--- config.mk ---
export PLATFORM = sky130hd
export DESIGN_NAME = cart_bank_regfile
export DESIGN_NICKNAME = d
export VERILOG_FILES = /design/src/rtl/cart_bank_pkg.sv /design/src/rtl/cart_bus_decode.sv /design/src/rtl/cart_bank_store.sv /design/src/rtl/cart_irq_timer.sv /design/src/rtl/cart_bank_regfile.sv
export SDC_FILE = /design/constraint.sdc
export NUM_CORES = 1
export LEC_CHECK = 0
export ABC_CLOCK_PERIOD_IN_PS = 2009
export BUFFER_PORTS_ARGS = -buffer_cell sky130_fd_sc_hd__buf_2
export CAP_MARGIN = 20
export CORE_MARGIN = 3
export CORE_UTILIZATION = 50
export CTS_CLUSTER_DIAMETER = 40
export DETAILED_ROUTE_END_ITERATION = 10
export PLACE_DENSITY = 0.76
export SETUP_SLACK_MARGIN = 0.1
export SLEW_MARGIN = 40
export SYNTH_ARGS = -nofsm -noshare
export SYNTH_HDL_FRONTEND = slang
export SYNTH_HIERARCHICAL = 1
export SYNTH_SLANG_ARGS = --single-unit
export TNS_END_PERCENT = 10
--- constraint.sdc ---
create_clock -name clk -period 2.01 [get_ports clk]
set_clock_uncertainty 0.05 [all_clocks]
set_input_delay 0.402 -clock clk [delete_from_list [all_inputs] [get_ports clk]]
set_output_delay 0.402 -clock clk [all_outputs]
set_load 0.05 [all_outputs]
--- src/rtl/cart_bank_pkg.sv ---
package cart_bank_pkg;

    localparam int ADDR_BITS  = 16;
    localparam int BYTE_BITS  = 8;
    localparam int SEL_BITS   = 4;
    localparam int N_PATTERN  = 8;
    localparam int N_PROGRAM  = 3;
    localparam int PROG_BITS  = 6;
    localparam int TIMER_BITS = 16;

    typedef enum logic [1:0] {
        MIR_VERTICAL   = 2'd0,
        MIR_HORIZONTAL = 2'd1,
        MIR_SINGLE_A   = 2'd2,
        MIR_SINGLE_B   = 2'd3
    } mirror_e;

    typedef enum logic [1:0] {
        RGN_NONE = 2'd0,
        RGN_CMD  = 2'd1,
        RGN_DATA = 2'd2
    } bus_region_e;

    typedef enum logic {
        LINE_IDLE    = 1'b0,
        LINE_PENDING = 1'b1
    } irq_line_e;

endpackage

--- src/rtl/cart_bus_decode.sv ---
module cart_bus_decode
    import cart_bank_pkg::*;
#(
    parameter int ADDR_W = ADDR_BITS,
    parameter int CMD_W  = SEL_BITS
) (
    input  logic              clk,
    input  logic              rst_n,
    input  logic              cpu_wr,
    input  logic [2:0]        region_bits,
    input  logic [CMD_W-1:0]  sel_nibble,
    output logic [CMD_W-1:0]  cmd_q,
    output logic              data_wr
);

    bus_region_e region;

    always_comb begin
        unique case (region_bits)
            3'b100:  region = RGN_CMD;
            3'b101:  region = RGN_DATA;
            default: region = RGN_NONE;
        endcase
    end

    always_ff @(posedge clk) begin
        if (!rst_n) begin
            cmd_q <= '0;
        end else if (cpu_wr && region == RGN_CMD) begin
            cmd_q <= sel_nibble;
        end
    end

    assign data_wr = cpu_wr && (region == RGN_DATA);

endmodule

--- src/rtl/cart_bank_store.sv ---
module cart_bank_store
    import cart_bank_pkg::*;
#(
    parameter int PAT_COUNT = N_PATTERN,
    parameter int PAT_W     = BYTE_BITS,
    parameter int PRG_COUNT = N_PROGRAM,
    parameter int PRG_W     = PROG_BITS,
    parameter int DATA_W    = BYTE_BITS,
    parameter int CMD_W     = SEL_BITS
) (
    input  logic                         clk,
    input  logic                         rst_n,
    input  logic                         data_wr,
    input  logic [CMD_W-1:0]             cmd,
    input  logic [DATA_W-1:0]            wdata,
    output logic [PAT_COUNT*PAT_W-1:0]   pat_banks,
    output logic [PRG_COUNT*PRG_W-1:0]   prg_banks,
    output logic [DATA_W-1:0]            wram_ctl,
    output mirror_e                      mirror
);

    localparam int CMD_WRAM = PAT_COUNT;
    localparam int CMD_PRG0 = PAT_COUNT + 1;
    localparam int CMD_MIRR = CMD_PRG0 + PRG_COUNT;

    for (genvar i = 0; i < PAT_COUNT; i++) begin : g_pat
        always_ff @(posedge clk) begin
            if (!rst_n) begin
                pat_banks[i*PAT_W +: PAT_W] <= '0;
            end else if (data_wr && cmd == CMD_W'(i)) begin
                pat_banks[i*PAT_W +: PAT_W] <= wdata[PAT_W-1:0];
            end
        end
    end

    for (genvar j = 0; j < PRG_COUNT; j++) begin : g_prg
        always_ff @(posedge clk) begin
            if (!rst_n) begin
                prg_banks[j*PRG_W +: PRG_W] <= '0;
            end else if (data_wr && cmd == CMD_W'(CMD_PRG0 + j)) begin
                prg_banks[j*PRG_W +: PRG_W] <= wdata[PRG_W-1:0];
            end
        end
    end

    always_ff @(posedge clk) begin
        if (!rst_n) begin
            wram_ctl <= '0;
            mirror   <= MIR_VERTICAL;
        end else if (data_wr) begin
            if (cmd == CMD_W'(CMD_WRAM)) begin
                wram_ctl <= wdata;
            end
            if (cmd == CMD_W'(CMD_MIRR)) begin
                mirror <= mirror_e'(wdata[1:0]);
            end
        end
    end

endmodule

--- src/rtl/cart_irq_timer.sv ---
module cart_irq_timer
    import cart_bank_pkg::*;
#(
    parameter int CNT_W  = TIMER_BITS,
    parameter int DATA_W = BYTE_BITS,
    parameter int CMD_W  = SEL_BITS
) (
    input  logic              clk,
    input  logic              rst_n,
    input  logic              data_wr,
    input  logic [CMD_W-1:0]  cmd,
    input  logic [DATA_W-1:0] wdata,
    input  logic              cpu_ce,
    output logic [CNT_W-1:0]  count_q,
    output logic              run_q,
    output logic              arm_q,
    output logic              irq
);

    localparam int CMD_CTL = (1 << CMD_W) - 3;
    localparam int CMD_LO  = (1 << CMD_W) - 2;
    localparam int CMD_HI  = (1 << CMD_W) - 1;

    logic      ctl_wr, lo_wr, hi_wr, tick, wrap;
    irq_line_e state_q, state_d;

    assign ctl_wr = data_wr && cmd == CMD_W'(CMD_CTL);
    assign lo_wr  = data_wr && cmd == CMD_W'(CMD_LO);
    assign hi_wr  = data_wr && cmd == CMD_W'(CMD_HI);
    assign tick   = cpu_ce && run_q && !(ctl_wr || lo_wr || hi_wr);
    assign wrap   = tick && (count_q == '0);

    always_ff @(posedge clk) begin
        if (!rst_n) begin
            count_q <= '0;
            run_q   <= 1'b0;
            arm_q   <= 1'b0;
        end else begin
            if (ctl_wr) begin
                run_q <= wdata[DATA_W-1];
                arm_q <= wdata[0];
            end
            if (lo_wr) begin
                count_q[DATA_W-1:0] <= wdata;
            end else if (hi_wr) begin
                count_q[CNT_W-1:DATA_W] <= wdata[CNT_W-DATA_W-1:0];
            end else if (tick) begin
                count_q <= count_q - CNT_W'(1);
            end
        end
    end

    always_ff @(posedge clk) begin
        if (!rst_n) begin
            state_q <= LINE_IDLE;
        end else begin
            state_q <= state_d;
        end
    end

    always_comb begin
        state_d = state_q;
        unique case (state_q)
            LINE_IDLE:    if (wrap && arm_q) state_d = LINE_PENDING;
            LINE_PENDING: if (ctl_wr)        state_d = LINE_IDLE;
            default:      state_d = LINE_IDLE;
        endcase
    end

    always_comb begin
        irq = (state_q == LINE_PENDING);
    end

endmodule

--- src/rtl/cart_bank_regfile.sv ---
module cart_bank_regfile
    import cart_bank_pkg::*;
#(
    parameter int ADDR_W    = ADDR_BITS,
    parameter int DATA_W    = BYTE_BITS,
    parameter int CMD_W     = SEL_BITS,
    parameter int PAT_COUNT = N_PATTERN,
    parameter int PRG_COUNT = N_PROGRAM,
    parameter int PRG_W     = PROG_BITS,
    parameter int CNT_W     = TIMER_BITS
) (
    input  logic                          clk,
    input  logic                          rst_n,
    input  logic                          cpu_wr,
    input  logic [ADDR_W-1:0]             cpu_addr,
    input  logic [DATA_W-1:0]             cpu_wdata,
    input  logic                          cpu_ce,
    output logic [PAT_COUNT*DATA_W-1:0]   pat_banks,
    output logic [PRG_COUNT*PRG_W-1:0]    prg_banks,
    output logic [PRG_W-1:0]              wram_bank,
    output logic                          wram_is_ram,
    output logic                          wram_enable,
    output logic [1:0]                    mirror_mode,
    output logic                          irq
);

    logic [CMD_W-1:0]  cmd_q;
    logic              data_wr;
    logic [DATA_W-1:0] wram_ctl;
    mirror_e           mirror;
    logic [CNT_W-1:0]  tmr_count;
    logic              tmr_run, tmr_arm;

    cart_bus_decode #(.ADDR_W(ADDR_W), .CMD_W(CMD_W)) u_decode (
        .clk         (clk),
        .rst_n       (rst_n),
        .cpu_wr      (cpu_wr),
        .region_bits (cpu_addr[ADDR_W-1:ADDR_W-3]),
        .sel_nibble  (cpu_wdata[CMD_W-1:0]),
        .cmd_q       (cmd_q),
        .data_wr     (data_wr)
    );

    cart_bank_store #(
        .PAT_COUNT (PAT_COUNT), .PAT_W (DATA_W), .PRG_COUNT (PRG_COUNT),
        .PRG_W     (PRG_W),     .DATA_W(DATA_W), .CMD_W     (CMD_W)
    ) u_store (
        .clk       (clk),
        .rst_n     (rst_n),
        .data_wr   (data_wr),
        .cmd       (cmd_q),
        .wdata     (cpu_wdata),
        .pat_banks (pat_banks),
        .prg_banks (prg_banks),
        .wram_ctl  (wram_ctl),
        .mirror    (mirror)
    );

    cart_irq_timer #(.CNT_W(CNT_W), .DATA_W(DATA_W), .CMD_W(CMD_W)) u_timer (
        .clk     (clk),
        .rst_n   (rst_n),
        .data_wr (data_wr),
        .cmd     (cmd_q),
        .wdata   (cpu_wdata),
        .cpu_ce  (cpu_ce),
        .count_q (tmr_count),
        .run_q   (tmr_run),
        .arm_q   (tmr_arm),
        .irq     (irq)
    );

    assign wram_bank   = wram_ctl[PRG_W-1:0];
    assign wram_is_ram = wram_ctl[DATA_W-2];
    assign wram_enable = wram_ctl[DATA_W-1];
    assign mirror_mode = mirror;

endmodule

Word-level counts from Yosys, hierarchy flattened
Index checks and enable logic that the tools add are counted.

Register bits: 115. Bits of input ports: 28. Output and inout bits: 93. Logic and storage cells: 81.

Add/subtract/negate cells: 1. Eq/ne operators: 20. Multiplexer cells: 8. Bitwise gates (word level): 2. Reductions and logical operators: 31.

Operator list (count): equality test 4 bit (second input constant) (8); two-way mux 8 bit (3); logical AND 1 bit (20); equality test 4 x 3 -> 1 bit (second input constant) (4); zero test 16 bit (1); two-way mux 16 bit (1); subtractor 16 x 1 -> 16 bit (second input constant) (1); equality test 4 x 2 -> 1 bit (second input constant) (2); AND reduction 2 bit (4); equality test 3 bit (second input constant) (2); equality test 4 x 1 -> 1 bit (second input constant) (1); zero test 4 bit (1); case mux 2 bit (2 select lines) (1); nonzero test 2 bit (2); equality test 2 x 1 -> 1 bit (second input constant) (1); equality test 2 bit (second input constant) (1); logical OR 1 bit (2); two-way mux 1 bit (2); != test 2 x 1 -> 1 bit (second input constant) (1); NOT 1 bit (2); case mux 1 bit (2 select lines) (1); zero test 1 bit (1).

Longest topological paths before layout
Depth after elaboration: 13. Mapped depth: 6. Gate-level depth less buffers: 6.

Cells and area by module
Netlist, hierarchy kept.

By module, submodules not included: cart_bank_store (times used 1, cells each 326, area each 3395.8 µm², seq. area each 1841.8 µm²); cart_irq_timer (times used 1, cells each 132, area each 1099.8 µm², seq. area each 380.4 µm²); cart_bus_decode (times used 1, cells each 20, area each 182.7 µm², seq. area each 80.1 µm²).

Least setup slack after synthesis
Ideal clock, no wire load.

Path kind: input-to-reg. Start point: in cpu_addr[14]. End point: reg u_store.pat_banks[30]. Library setup time: 72 ps. Data arrival time: 1633 ps. Required time: 1888 ps. Slack: 255 ps. Stages on the path: 5. Path buffers: 1. Path through: and4b_2 > nor3b_1 > and2b_2 > buf_6 > mux2i_1.

Cells in the longest elaborated chain, start to end: 5. Elaborated cells on any way between the ends: 6. Classes of those cells: eq/ne: 3; mux: 1; reduce/logical: 2.

Ends and longest elaborated chain: start, declared (line cart_bank_regfile.sv:15) `input logic [ADDR_W-1:0] cpu_addr,`; equality test 3 bit (line cart_bus_decode.sv:19) `unique case (region_bits)`; case mux 2 bit (2 select lines) * (line cart_bus_decode.sv:19); equality test 2 bit * (line cart_bus_decode.sv:34) `assign data_wr = cpu_wr && (region == RGN_DATA);`; logical AND 1 bit * (line cart_bus_decode.sv:34); logical AND 1 bit * (line cart_bank_store.sv:30) `end else if (data_wr && cmd == CMD_W'(i)) begin`; end signal, assigned by index (line cart_bank_store.sv:31) `pat_banks[i*PAT_W +: PAT_W] <= wdata[PAT_W-1:0];`; end, declared (line cart_bank_store.sv:16) `output logic [PAT_COUNT*PAT_W-1:0] pat_banks,`.

Every way passes the cells marked *; elsewhere a longest branch is shown, timed or not. A chain may end at the register's enable or synchronous reset.

Worst setup path in the final report
Start point: reg u_timer.count_q[0]. End point: reg u_timer.count_q[14].

Cells in the longest elaborated chain, start to end: 3.

Ends and longest elaborated chain: start, declared (line cart_irq_timer.sv:14) `output logic [CNT_W-1:0] count_q,`; start signal, assigned by index (line cart_irq_timer.sv:44) `count_q[DATA_W-1:0] <= wdata;`; start signal, assigned by index (line cart_irq_timer.sv:46) `count_q[CNT_W-1:DATA_W] <= wdata[CNT_W-DATA_W-1:0];`; start signal, assigned (line cart_irq_timer.sv:48) `count_q <= count_q - CNT_W'(1);`; subtractor 16 x 1 -> 16 bit (line cart_irq_timer.sv:48); two-way mux 16 bit (line cart_irq_timer.sv:47) `end else if (tick) begin`; two-way mux 8 bit (line cart_irq_timer.sv:45) `end else if (hi_wr) begin`.

Every way passes these cells. The select of a mux whose other input is x is not followed.

==> results.json <==
{
  "drtAntennaViolNets": 0,
  "postPlaceCellArea_um2": 5500,
  "synth.net_count": 507,
  "drc": 0,
  "diodes": 0,
  "grt_pass1_vias": 3951,
  "r2r-end": "u_timer/count_q[14]",
  "place_ws_ns": 0.00547,
  "htree_num_levels": 4,
  "syn_inst": 478,
  "grt_max_degree": 43,
  "grt_pass1_wl_um": 19500,
  "cts_buffers": 17,
  "crit_arrival_ns": 2.22,
  "ios": 121,
  "outcome": "finished, final reports clean",
  "fillers": 670,
  "fin_nets": 638,
  "p_total_mw": 5.42,
  "dr.pass1.iters": 5,
  "io_buffer_count": 107,
  "r2r-start": "u_timer/count_q[0]",
  "synth-async-reset-ratio": 0,
  "drv_slew": 0,
  "critPathMaxFanout": 6,
  "grt_overflow": 0,
  "ir_drop_mv": 0.635,
  "gr-usage-met2": 0.402,
  "viasPerCell": 5.42,
  "use_met1": 0.294,
  "setup_slack_ns": 0.176,
  "fp.coreArea_um2": 8890,
  "critical_path_class": "register to register",
  "worstRegToRegCells": 7,
  "ys_types": 47,
  "gp_congestion": 0.880,
  "max_cap_violations": 0,
  "cts_tree": "done",
  "final_core_util": 0.686,
  "slew_headroom": 0.643,
  "dr_total_vias": 3957,
  "drive_gt1_frac": 0.302,
  "rsz0062_at_grt": "yes",
  "die_h_um": 103,
  "ys.flop_type": "dfxtp_1",
  "reg2reg_slack_ns": 0.18,
  "die_w_um": 103,
  "area_growth_pct": 30.4,
  "area.sequential_um2": 2300,
  "cts_max_path_buffers": 2,
  "grt_busiest_layer": "met2",
  "grtUsageMet3": 0.0690,
  "grtUsageTotal": 0.239,
  "worst_setup_path_start_kind": "register",
  "cts_root_buf": "clkbuf_8",
  "setup_viol": 0,
  "worst_pin_slew_ns": 0.532,
  "avgSynthCellArea_um2": 9.79,
  "fin_area_um2": 6100,
  "clock_latency_ns": 0.50,
  "dieArea_um2": 10600,
  "hold_violations": 0,
  "startpoint": "u_timer/count_q[0]",
  "drtIter0Drc": 164,
  "hold_path_class": "input pin to register",
  "multi_input_area_um2": 2220,
  "rows": 34,
  "wirelength_um": 12200,
  "cp-endpoint": "u_timer/count_q[14]",
  "start_util": 0.526,
  "power_density_nw_per_um2": 889,
  "clock.fmax_mhz": 545,
  "cts_sinks": 115,
  "netlist_area_um2": 4680,
  "finalCriticalPeriod_ns": 1.83,
  "antenna_found_initial": 0,
  "synth_seq_cells": 115,
  "fin_setup_tns_ns": 0,
  "p_leak_nw": 2.84,
  "synth_edf_count": 0,
  "ys_warn_count": 6,
  "drt-wirelength-per-cell_um": 16.8,
  "ys_seq_area_frac": 0.492,
  "dp_hpwl_um": 8370,
  "timing.final.crit_share": 0.913,
  "crit_required_ns": 2.40,
  "end_kind": "register",
  "clkTransAtPathRegs_ns": 0.06
}
==> final cells by class <==
type / count / area share
clock buffer: 21 / 0.0703
clock inverter: 11 / 0.0254
inverter: 4 / 0.00246
multi-input combinational: 331 / 0.364
sequential: 115 / 0.378
tap: 108 / 0.0221
timing repair buffer: 140 / 0.138
==> worst min path at each step <==
| stage | startpoint | endpoint | slack, ns | depth (start not counted) |
|---|---|---|---|---|
| 2_1_floorplan | u_timer/arm_q | u_timer/arm_q | 0.40 | 2 |
| 3_3_place_gp | u_store/pat_banks[57] | u_store/pat_banks[57] | 0.39 | 2 |
| 3_5_place_dp | u_store/pat_banks[43] | u_store/pat_banks[43] | 0.39 | 2 |
| 4_1_cts | cpu_wdata[5] | u_timer/count_q[13] | 0.1 | 3 |
| 5_1_grt | cpu_wdata[5] | u_timer/count_q[13] | 0.12 | 3 |
| 6_report | cpu_wdata[5] | u_timer/count_q[13] | 0.11 | 3 |
==> critical path: stages (launching register included) <==
cell and delay (ns):
dfxtp_2 0.35, inv_1 0.07, ha_2 0.19, nor4b_4 0.25
nand4_4 0.19, buf_6 0.17, or4_1 0.41, nand3_1 0.11
==> kinds of logic (layout without fill, tap and decap cells) <==
kind of cell,after synthesis,count (layout),share of synthesized area
and+or+nand+nor,196,196,0.213
xor gates and xnor gates,3,3,0.00562
muxes,96,96,0.205
adders and majority gates,1,1,0.00267
buffers and inverters,32,176,0.0332
AOI/OAI and AO/OA,35,35,0.0481
DFF,115,115,0.492
==> per-stage QoR <==
| stage | hold slack [ns] | cells |
|---|---|---|
| 2_1_floorplan | 0.397 | 478 |
| 3_3_place_gp | 0.390 | 697 |
| 3_5_place_dp | 0.393 | 697 |
| 4_1_cts | 0.0954 | 730 |
| 5_1_grt | 0.118 | 730 |
| 6_report | 0.115 | 730 |
==> repair_timing <==
item,CTS,global route
pin swaps,0,2
cloned,0,0
buffers inserted,1,0
resized for setup,0,4
hold buffers,0,0
endpoints found under the setup margin,1,5
==> cell usage after synthesis (3+ instances only) <==
master	number	area share
a21oi_1	8	0.0086
buf_1	5	0.0040
buf_2	3	0.0032
buf_6	4	0.0096
clkbuf_1	15	0.012
dfxtp_1	115	0.49
inv_1	3	0.0024
mux2i_1	96	0.21
nand2_1	120	0.096
nand2b_1	3	0.0040
nand3_1	11	0.012
nand3b_1	6	0.0096
nand4_1	6	0.0080
nor2_1	9	0.0072
nor2_2	6	0.0080
nor3_1	3	0.0032
o211ai_1	8	0.013
o21ai_0	7	0.0075
o21ai_1	4	0.0043
or3_1	5	0.0067
or4_1	9	0.014
xor2_1	3	0.0056
==> where the power goes <==
part	switching, mW	internal [mW]
Clock	1.06	1.90
Combinational	0.129	0.0483
Sequential	0.00554	2.29
Total	1.19	4.23
==> flip-flops by register name, summed over array words and instances (netlist names) <==
signal             count
u_store/pat_banks     64
u_store/prg_banks     18
u_timer/count_q       16
u_store/wram_ctl       8
u_decode/cmd_q         4
u_store/mirror         2
u_timer/arm_q          1
u_timer/irq            1
u_timer/run_q          1
==> placed cells by master, fill, tap and decap left out, types with 6 or more instances in the layout <==
| cell | instances |
|---|---|
| mux2i_1 | 96 |
| nand4_1 | 6 |
| nand2_1 | 120 |
| o211ai_1 | 8 |
| buf_2 | 106 |
| o21ai_0 | 7 |
| nand3_1 | 11 |
| nor2_1 | 9 |
| a21oi_1 | 8 |
| nor2_2 | 6 |
| or4_1 | 9 |
| clkbuf_16 | 16 |
| nand3b_1 | 6 |
| buf_4 | 29 |
| dfxtp_1 | 113 |
==> per-layer routing <==
layer,part of all wire,wire (µm)
met1,0.42,5130
met2,0.50,6120
met3,0.063,776
met4,0.018,218
met5,0,0
No activity file was read; power rests on OpenSTA's default activity.
